$ cat config.mk
export PLATFORM = sky130hd
export DESIGN_NAME = synth_loader
export DESIGN_NICKNAME = d
export VERILOG_FILES = /design/src/rtl/synth_loader_pkg.sv /design/src/rtl/synth_loader_timer.sv /design/src/rtl/synth_loader_shifter.sv /design/src/rtl/synth_loader_encoder.sv /design/src/rtl/synth_loader.sv
export SDC_FILE = /design/constraint.sdc
export NUM_CORES = 1
export LEC_CHECK = 0
export ABC_AREA = 0
export BUFFER_PORTS_ARGS = -buffer_cell sky130_fd_sc_hd__buf_2
export CAP_MARGIN = 40
export CORE_ASPECT_RATIO = 0.6
export CORE_UTILIZATION = 40
export DETAILED_ROUTE_END_ITERATION = 12
export SYNTH_ARGS = -nofsm -noshare
export SYNTH_HDL_FRONTEND = slang
export SYNTH_SLANG_ARGS = --single-unit
export TNS_END_PERCENT = 20
$ cat constraint.sdc
create_clock -name clk_i -period 2.2 [get_ports clk_i]
set_input_delay 0.44 -clock clk_i [delete_from_list [all_inputs] [get_ports clk_i]]
set_output_delay 0.44 -clock clk_i [all_outputs]
set_load 0.05 [all_outputs]
$ cat src/rtl/synth_loader_pkg.sv
package synth_loader_pkg;
  typedef enum logic [1:0] {
    LN_NONE = 2'b00,
    LN_CLK  = 2'b01,
    LN_DATA = 2'b10,
    LN_BOTH = 2'b11
  } line_t;

  localparam int unsigned PRE_LEN  = 18;
  localparam int unsigned BIT_PH   = 4;
  localparam int unsigned STOP_LEN = 3;
  localparam int unsigned PAIR_CNT = 6;
endpackage

$ cat src/rtl/synth_loader_timer.sv
module synth_loader_timer #(
  parameter int unsigned PHASE_CYCLES = 4
) (
  input  logic clk_i,
  input  logic rst_ni,
  input  logic clr_i,
  input  logic run_i,
  output logic tick_o
);
  localparam int unsigned CNT_W = (PHASE_CYCLES > 1) ? $clog2(PHASE_CYCLES) : 1;
  localparam logic [CNT_W-1:0] CNT_LAST = CNT_W'(PHASE_CYCLES - 1);

  logic [CNT_W-1:0] cnt_q;

  assign tick_o = run_i && (cnt_q == CNT_LAST);

  always_ff @(posedge clk_i or negedge rst_ni) begin
    if (!rst_ni)       cnt_q <= '0;
    else if (clr_i)    cnt_q <= '0;
    else if (tick_o)   cnt_q <= '0;
    else if (run_i)    cnt_q <= cnt_q + 1'b1;
  end

  // counter never runs past the phase length
  a_r8_cnt_bound: assert property (@(posedge clk_i) disable iff (!rst_ni)
    cnt_q <= CNT_LAST);
endmodule

$ cat src/rtl/synth_loader_shifter.sv
module synth_loader_shifter #(
  parameter int unsigned WORD_W = 24
) (
  input  logic              clk_i,
  input  logic              rst_ni,
  input  logic              load_i,
  input  logic              shift_i,
  input  logic [WORD_W-1:0] word_i,
  output logic              bit_o,
  output logic [1:0]        sel_o
);
  logic [WORD_W-1:0] sr_q;
  logic [1:0]        sel_q;

  always_ff @(posedge clk_i or negedge rst_ni) begin
    if (!rst_ni) begin
      sr_q  <= '0;
      sel_q <= 2'b00;
    end else if (load_i) begin
      // pre-shift: slot 0 carries word bit 1, a zero enters from the top
      sr_q  <= {1'b0, word_i[WORD_W-1:1]};
      sel_q <= word_i[WORD_W-1 -: 2];
    end else if (shift_i) begin
      sr_q  <= {1'b0, sr_q[WORD_W-1:1]};
    end
  end

  assign bit_o = sr_q[0];
  assign sel_o = sel_q;

  // select held between loads
  a_r10_sel_held: assert property (@(posedge clk_i) disable iff (!rst_ni)
    !load_i |=> $stable(sel_o));
endmodule

$ cat src/rtl/synth_loader_encoder.sv
module synth_loader_encoder
  import synth_loader_pkg::*;
#(
  parameter int unsigned WORD_W = 24,
  parameter int unsigned IDX_W  = 7
) (
  input  logic [IDX_W-1:0] idx_i,
  input  logic             bit_i,
  output line_t            code_o,
  output logic             bit_end_o
);
  localparam int unsigned BITS_END = PRE_LEN + WORD_W * BIT_PH;
  localparam int unsigned PAIR_END = 2 + 2 * PAIR_CNT;

  int unsigned k;
  int unsigned rel;
  logic [1:0]  ph;
  logic [1:0]  one_pat;

  always_comb begin
    k         = int'(idx_i);
    rel       = 0;
    ph        = 2'b00;
    one_pat   = 2'b00;
    code_o    = LN_NONE;
    bit_end_o = 1'b0;
    if (k < PRE_LEN) begin
      if (k == 0)             code_o = LN_NONE;
      else if (k == 1)        code_o = LN_DATA;
      else if (k < PAIR_END)  code_o = k[0] ? LN_DATA : LN_BOTH;
      else                    code_o = k[0] ? LN_CLK  : LN_NONE;
    end else if (k < BITS_END) begin
      rel     = k - PRE_LEN;
      ph      = rel[1:0];
      // one: CLK NONE DATA BOTH; zero flips the data wire
      one_pat = {ph[1], ~(ph[1] ^ ph[0])};
      code_o  = line_t'(bit_i ? one_pat : (one_pat ^ 2'b10));
      bit_end_o = (ph == 2'b11);
    end else begin
      rel    = k - BITS_END;
      code_o = (rel == 1) ? LN_DATA : LN_BOTH;
    end
  end
endmodule

$ cat src/rtl/synth_loader.sv
module synth_loader
  import synth_loader_pkg::*;
#(
  parameter int unsigned WORD_W       = 24,
  parameter int unsigned PHASE_CYCLES = 4
) (
  input  logic              clk_i,
  input  logic              rst_ni,
  input  logic              start_i,
  input  logic [WORD_W-1:0] word_i,
  output logic [1:0]        lines_o,
  output logic              busy_o,
  output logic              done_o
);
  localparam int unsigned N_PH  = PRE_LEN + WORD_W * BIT_PH + STOP_LEN;
  localparam int unsigned IDX_W = $clog2(N_PH);
  localparam logic [IDX_W-1:0] IDX_LAST = IDX_W'(N_PH - 1);

  logic             busy_q, done_q;
  logic [IDX_W-1:0] idx_q;
  logic [1:0]       hold_q;
  logic             accept, tick, last, bit_end, cur_bit;
  logic [1:0]       sel;
  line_t            code;

  assign accept = start_i && !busy_q;
  assign last   = (idx_q == IDX_LAST);

  synth_loader_timer #(.PHASE_CYCLES(PHASE_CYCLES)) u_timer (
    .clk_i  (clk_i),
    .rst_ni (rst_ni),
    .clr_i  (accept),
    .run_i  (busy_q),
    .tick_o (tick)
  );

  synth_loader_shifter #(.WORD_W(WORD_W)) u_shift (
    .clk_i   (clk_i),
    .rst_ni  (rst_ni),
    .load_i  (accept),
    .shift_i (tick && bit_end),
    .word_i  (word_i),
    .bit_o   (cur_bit),
    .sel_o   (sel)
  );

  synth_loader_encoder #(.WORD_W(WORD_W), .IDX_W(IDX_W)) u_enc (
    .idx_i     (idx_q),
    .bit_i     (cur_bit),
    .code_o    (code),
    .bit_end_o (bit_end)
  );

  always_ff @(posedge clk_i or negedge rst_ni) begin
    if (!rst_ni) begin
      busy_q <= 1'b0;
      done_q <= 1'b0;
      idx_q  <= '0;
      hold_q <= 2'b00;
    end else begin
      done_q <= 1'b0;
      if (accept) begin
        busy_q <= 1'b1;
        idx_q  <= '0;
      end else if (tick) begin
        if (last) begin
          busy_q <= 1'b0;
          done_q <= 1'b1;
          hold_q <= sel;
        end else begin
          idx_q <= idx_q + 1'b1;
        end
      end
    end
  end

  assign lines_o = busy_q ? code : hold_q;
  assign busy_o  = busy_q;
  assign done_o  = done_q;

  // accepted start enters the first phase at once
  a_r2_accept: assert property (@(posedge clk_i) disable iff (!rst_ni)
    (!busy_o && start_i) |=> (busy_o && lines_o == 2'b00));
  // lines only move on a phase tick while busy
  a_r8_phase_hold: assert property (@(posedge clk_i) disable iff (!rst_ni)
    (busy_o && !tick) |=> $stable(lines_o));
  // done and busy exclusive, done single cycle
  a_r9_done_not_busy: assert property (@(posedge clk_i) disable iff (!rst_ni)
    done_o |-> !busy_o);
  a_r9_done_pulse: assert property (@(posedge clk_i) disable iff (!rst_ni)
    done_o |=> !done_o);
  a_r9_sel_on_done: assert property (@(posedge clk_i) disable iff (!rst_ni)
    done_o |-> (lines_o == sel));
  a_r9_idle_hold: assert property (@(posedge clk_i) disable iff (!rst_ni)
    (!busy_o && !start_i) |=> (!busy_o && $stable(lines_o)));
  // busy cannot drop before the final phase ends
  a_r10_busy_holds: assert property (@(posedge clk_i) disable iff (!rst_ni)
    (busy_o && !(tick && last)) |=> busy_o);
endmodule

==> out/summary.txt <==
data required time of the worst path -> 1.76 ns
worst setup margin -> -0.119 ns
distinct cell type count after synthesis -> 35
number of global-route vias before repair -> 1584
Data arrival, critical path -> 1.88 ns
Lkg Pwr -> 1.21 nW
worst-margin pin slew -> 0.495 ns
sequential cell area fraction in the yosys report -> 0.453
Cells after DPL -> 314
Synth Cell Area -> 0.00210 mm²
Residual DRC -> 0
failing checks -> negative setup slack
number of top-level pins -> 31
Reg2Reg Setup Slack -> 0.31 ns
total count of hold-check failures in the final report -> 0
nature of the critical path endpoint -> primary output
area fraction of the dominant cell type after synthesis -> 0.453
Final HPWL DP -> 3210 µm
number of violations reported at the end of detailed-routing iteration 0 -> 99
DIE HEIGHT -> 58.1 µm
Die Footprint -> 0.00555 mm²
post-place instance area -> 0.00238 mm²
total wirelength of the detailed-routed design -> 4730 µm
clock latency of the later-clocked register in the worst-skew pair -> 0.30 ns
number of endpoints failing setup at the final stage -> 2
Post-Synthesis Net Count -> 256
number of non-filler instances in the completed layout -> 324
area fraction in compound gates after synthesis -> 0.176
per-instance average area after synthesis -> 9.40 µm²
clock sink count -> 38
routability-driven placement congestion ratio -> 0.859
synthesis warning total -> 0
adder-cell share of the synthesized area -> 0.0358
iteration count of the initial detailed-routing pass -> 4
final antenna-violating net count -> 0
number of maximum-capacitance constraint violations -> 0
WL per Instance -> 14.6 µm
global-route wire length before repair -> 8000 µm
Cell Pwr Density -> 1330 mW/mm²
CTS tree -> built
FMAX -> 431 MHz
dominant cell by count in the synthesized netlist -> sky130_fd_sc_hd__nand2_1
Async SR Flop Fraction -> 1.00
critical path peak fanout -> 2
largest net degree at the start of global routing -> 39
share of layout cells above drive strength 1 -> 0.349
maximum level of the CTS H-tree -> 2
master cell of the clock root buffer -> sky130_fd_sc_hd__clkbuf_8
clock tree skew after final layout -> 0.00621 ns
grt ovf -> 0
row count -> 19
vias post-DR -> 1667
Commonest cells post-synth -> sky130_fd_sc_hd__nand2_1, sky130_fd_sc_hd__dfrtp_1, sky130_fd_sc_hd__nand3_1, sky130_fd_sc_hd__o211ai_2, sky130_fd_sc_hd__nor2_1
share of the clock period used by the worst path after layout -> 1.05
number of instances in the synthesized netlist -> 223
type of the tightest min-delay check -> input pin to asynchronous set/reset pin
cells on worst reg2reg path -> 8
unrepaired setup endpoints after global routing -> true
Via density -> 5.15
multiplexer share of the synthesized area -> 0.0101
Critical Path Source Type -> register
area growth from synthesis to final layout -> 23.8%
post-synthesis xor/xnor area fraction -> 0.0376
endpoint of the worst-slack reg-to-reg timing path -> u_shift.sr_q[17]
Setup TNS Final -> -0.152 ns
synthesized-area fraction occupied by and/or/nand/nor cells -> 0.238
reg-to-reg critical path startpoint -> idx_q[1]
largest area contributor in the netlist -> sky130_fd_sc_hd__dfrtp_1
number of buffers inserted during clock tree synthesis -> 5
top cells by area in the synthesized netlist -> sky130_fd_sc_hd__dfrtp_1, sky130_fd_sc_hd__o211ai_2, sky130_fd_sc_hd__nand2_1, sky130_fd_sc_hd__nand3_1, sky130_fd_sc_hd__ha_1
Final Instance Area -> 0.00260 mm²
maximum number of buffers from clock root to sink -> 2
status -> complete, but fails checks
Synth Flop Type -> sky130_fd_sc_hd__dfrtp_1
initial antenna violation count -> 0
chip width -> 95.5 µm
category of the critical setup timing path -> register to primary output
clk slew on worst S/H paths -> 0.07 ns
layout net count -> 293
time the worst path needs with I/O delays and setup -> 2.32 ns
Port Buffers -> 29
number of flops mapped to enable cells by yosys -> 0
Worst slew margin -> 0.670
main combinational cell family by area after synthesis -> simple AND/OR/NAND/NOR gates
flip-flop and latch count after synthesis -> 38
worst vdd rail ir drop -> 0.577 mV
Post-Place Worst Slack -> 0.0737 ns
effective utilization at floorplan -> 0.437
overall fraction of global-route tracks in use -> 0.195
pins over their slew limit -> 0
core region area -> 0.00480 mm²
antenna cells -> 0
-- state kept, by name, indices dropped and copies added, names as in the netlist --
register / count
hold_q: 2
u_shift.sel_o: 2
u_timer.cnt_q: 2
u_shift.sr_q: 23
idx_q: 7
busy_o: 1
done_o: 1
-- layer usage --
layer / share of wire / vias to the layer above / global-route usage
li1: - / 833 / -
met4: 0.015 / 0 / 0.0768
met2: 0.39 / 45 / 0.246
met3: 0.055 / 7 / 0.0472
met1: 0.54 / 782 / 0.311
met5: 0 / - / 0
-- cell families after synthesis --
group,Yosys count
and+or+nand+nor,109
AOI/OAI and AO/OA,38
DFF,38
buffers and inverters,21
xor gates and xnor gates,9
adders and majority gates,6
muxes,2
-- what timing repair did --
| item | CTS | global route |
|---|---|---|
| buffers inserted | 2 | 0 |
| gates resized for setup | 12 | 6 |
| setup endpoints to repair | 2 | 2 |
| gates cloned | 0 | 0 |
| hold buffers | 0 | 0 |
| pin swaps | 2 | 2 |
-- layout make-up --
cell class              instances  area (µm²)
well taps                      63        78.8
fillers                       464        2210
flip-flops and latches         38         953
multi-input cells             164        1100
repair buffers                 46         302
clock inverters                 2        60.1
inverters                       5        18.8
clock buffers                   6        82.6
-- worst max-delay path, cell delays in order (launching register included) --
cell and delay, ns:
sky130_fd_sc_hd__dfrtp_1 0.38, sky130_fd_sc_hd__inv_2 0.06, sky130_fd_sc_hd__ha_4 0.25, sky130_fd_sc_hd__nand2_1 0.04, sky130_fd_sc_hd__or4_4 0.48, sky130_fd_sc_hd__o2111ai_2 0.08, sky130_fd_sc_hd__o221ai_2 0.13, sky130_fd_sc_hd__buf_6 0.17
-- through the flow --
stage / power, mW / hold slack (ns) / utilization
CTS: 3.43 / 0.205 / 0.538
detailed placement: 2.51 / 0.475 / 0.495
global placement: 2.49 / 0.468 / 0.495
floorplan: 2.14 / 0.144 / -
finish: 3.45 / 0.189 / 0.541
global route: 3.67 / 0.231 / 0.541
-- how the worst max path moves through the flow --
stage | startpoint | end | cells past startpoint
after floorplan | idx_q[1] | lines_o[1] | 6
after global placement | idx_q[1] | lines_o[0] | 7
after detailed placement | idx_q[1] | lines_o[0] | 7
after CTS | idx_q[1] | lines_o[0] | 7
after global routing | idx_q[2] | lines_o[0] | 7
final | idx_q[1] | lines_o[0] | 7
-- placed cells by master, fill, tap and decap left out, types with 3 or more instances in the layout --
cell / instances
sky130_fd_sc_hd__and2_1: 3
sky130_fd_sc_hd__buf_2: 27
sky130_fd_sc_hd__buf_4: 15
sky130_fd_sc_hd__buf_6: 3
sky130_fd_sc_hd__clkbuf_8: 6
sky130_fd_sc_hd__dfrtp_1: 36
sky130_fd_sc_hd__ha_1: 4
sky130_fd_sc_hd__inv_1: 3
sky130_fd_sc_hd__nand2_1: 57
sky130_fd_sc_hd__nand3_1: 23
sky130_fd_sc_hd__nor2_1: 14
sky130_fd_sc_hd__o211ai_1: 5
sky130_fd_sc_hd__o211ai_2: 19
sky130_fd_sc_hd__o21ai_0: 3
sky130_fd_sc_hd__xnor2_1: 4
sky130_fd_sc_hd__xor2_1: 5
-- power breakdown --
part / switching, mW / total (mW) / internal [mW]
clock network: 0.260 / 0.744 / 0.484
logic: 0.839 / 1.51 / 0.667
registers: 0.217 / 1.20 / 0.980
total: 1.32 / 3.45 / 2.13
Note: power is estimated with default switching activity, not from simulation.
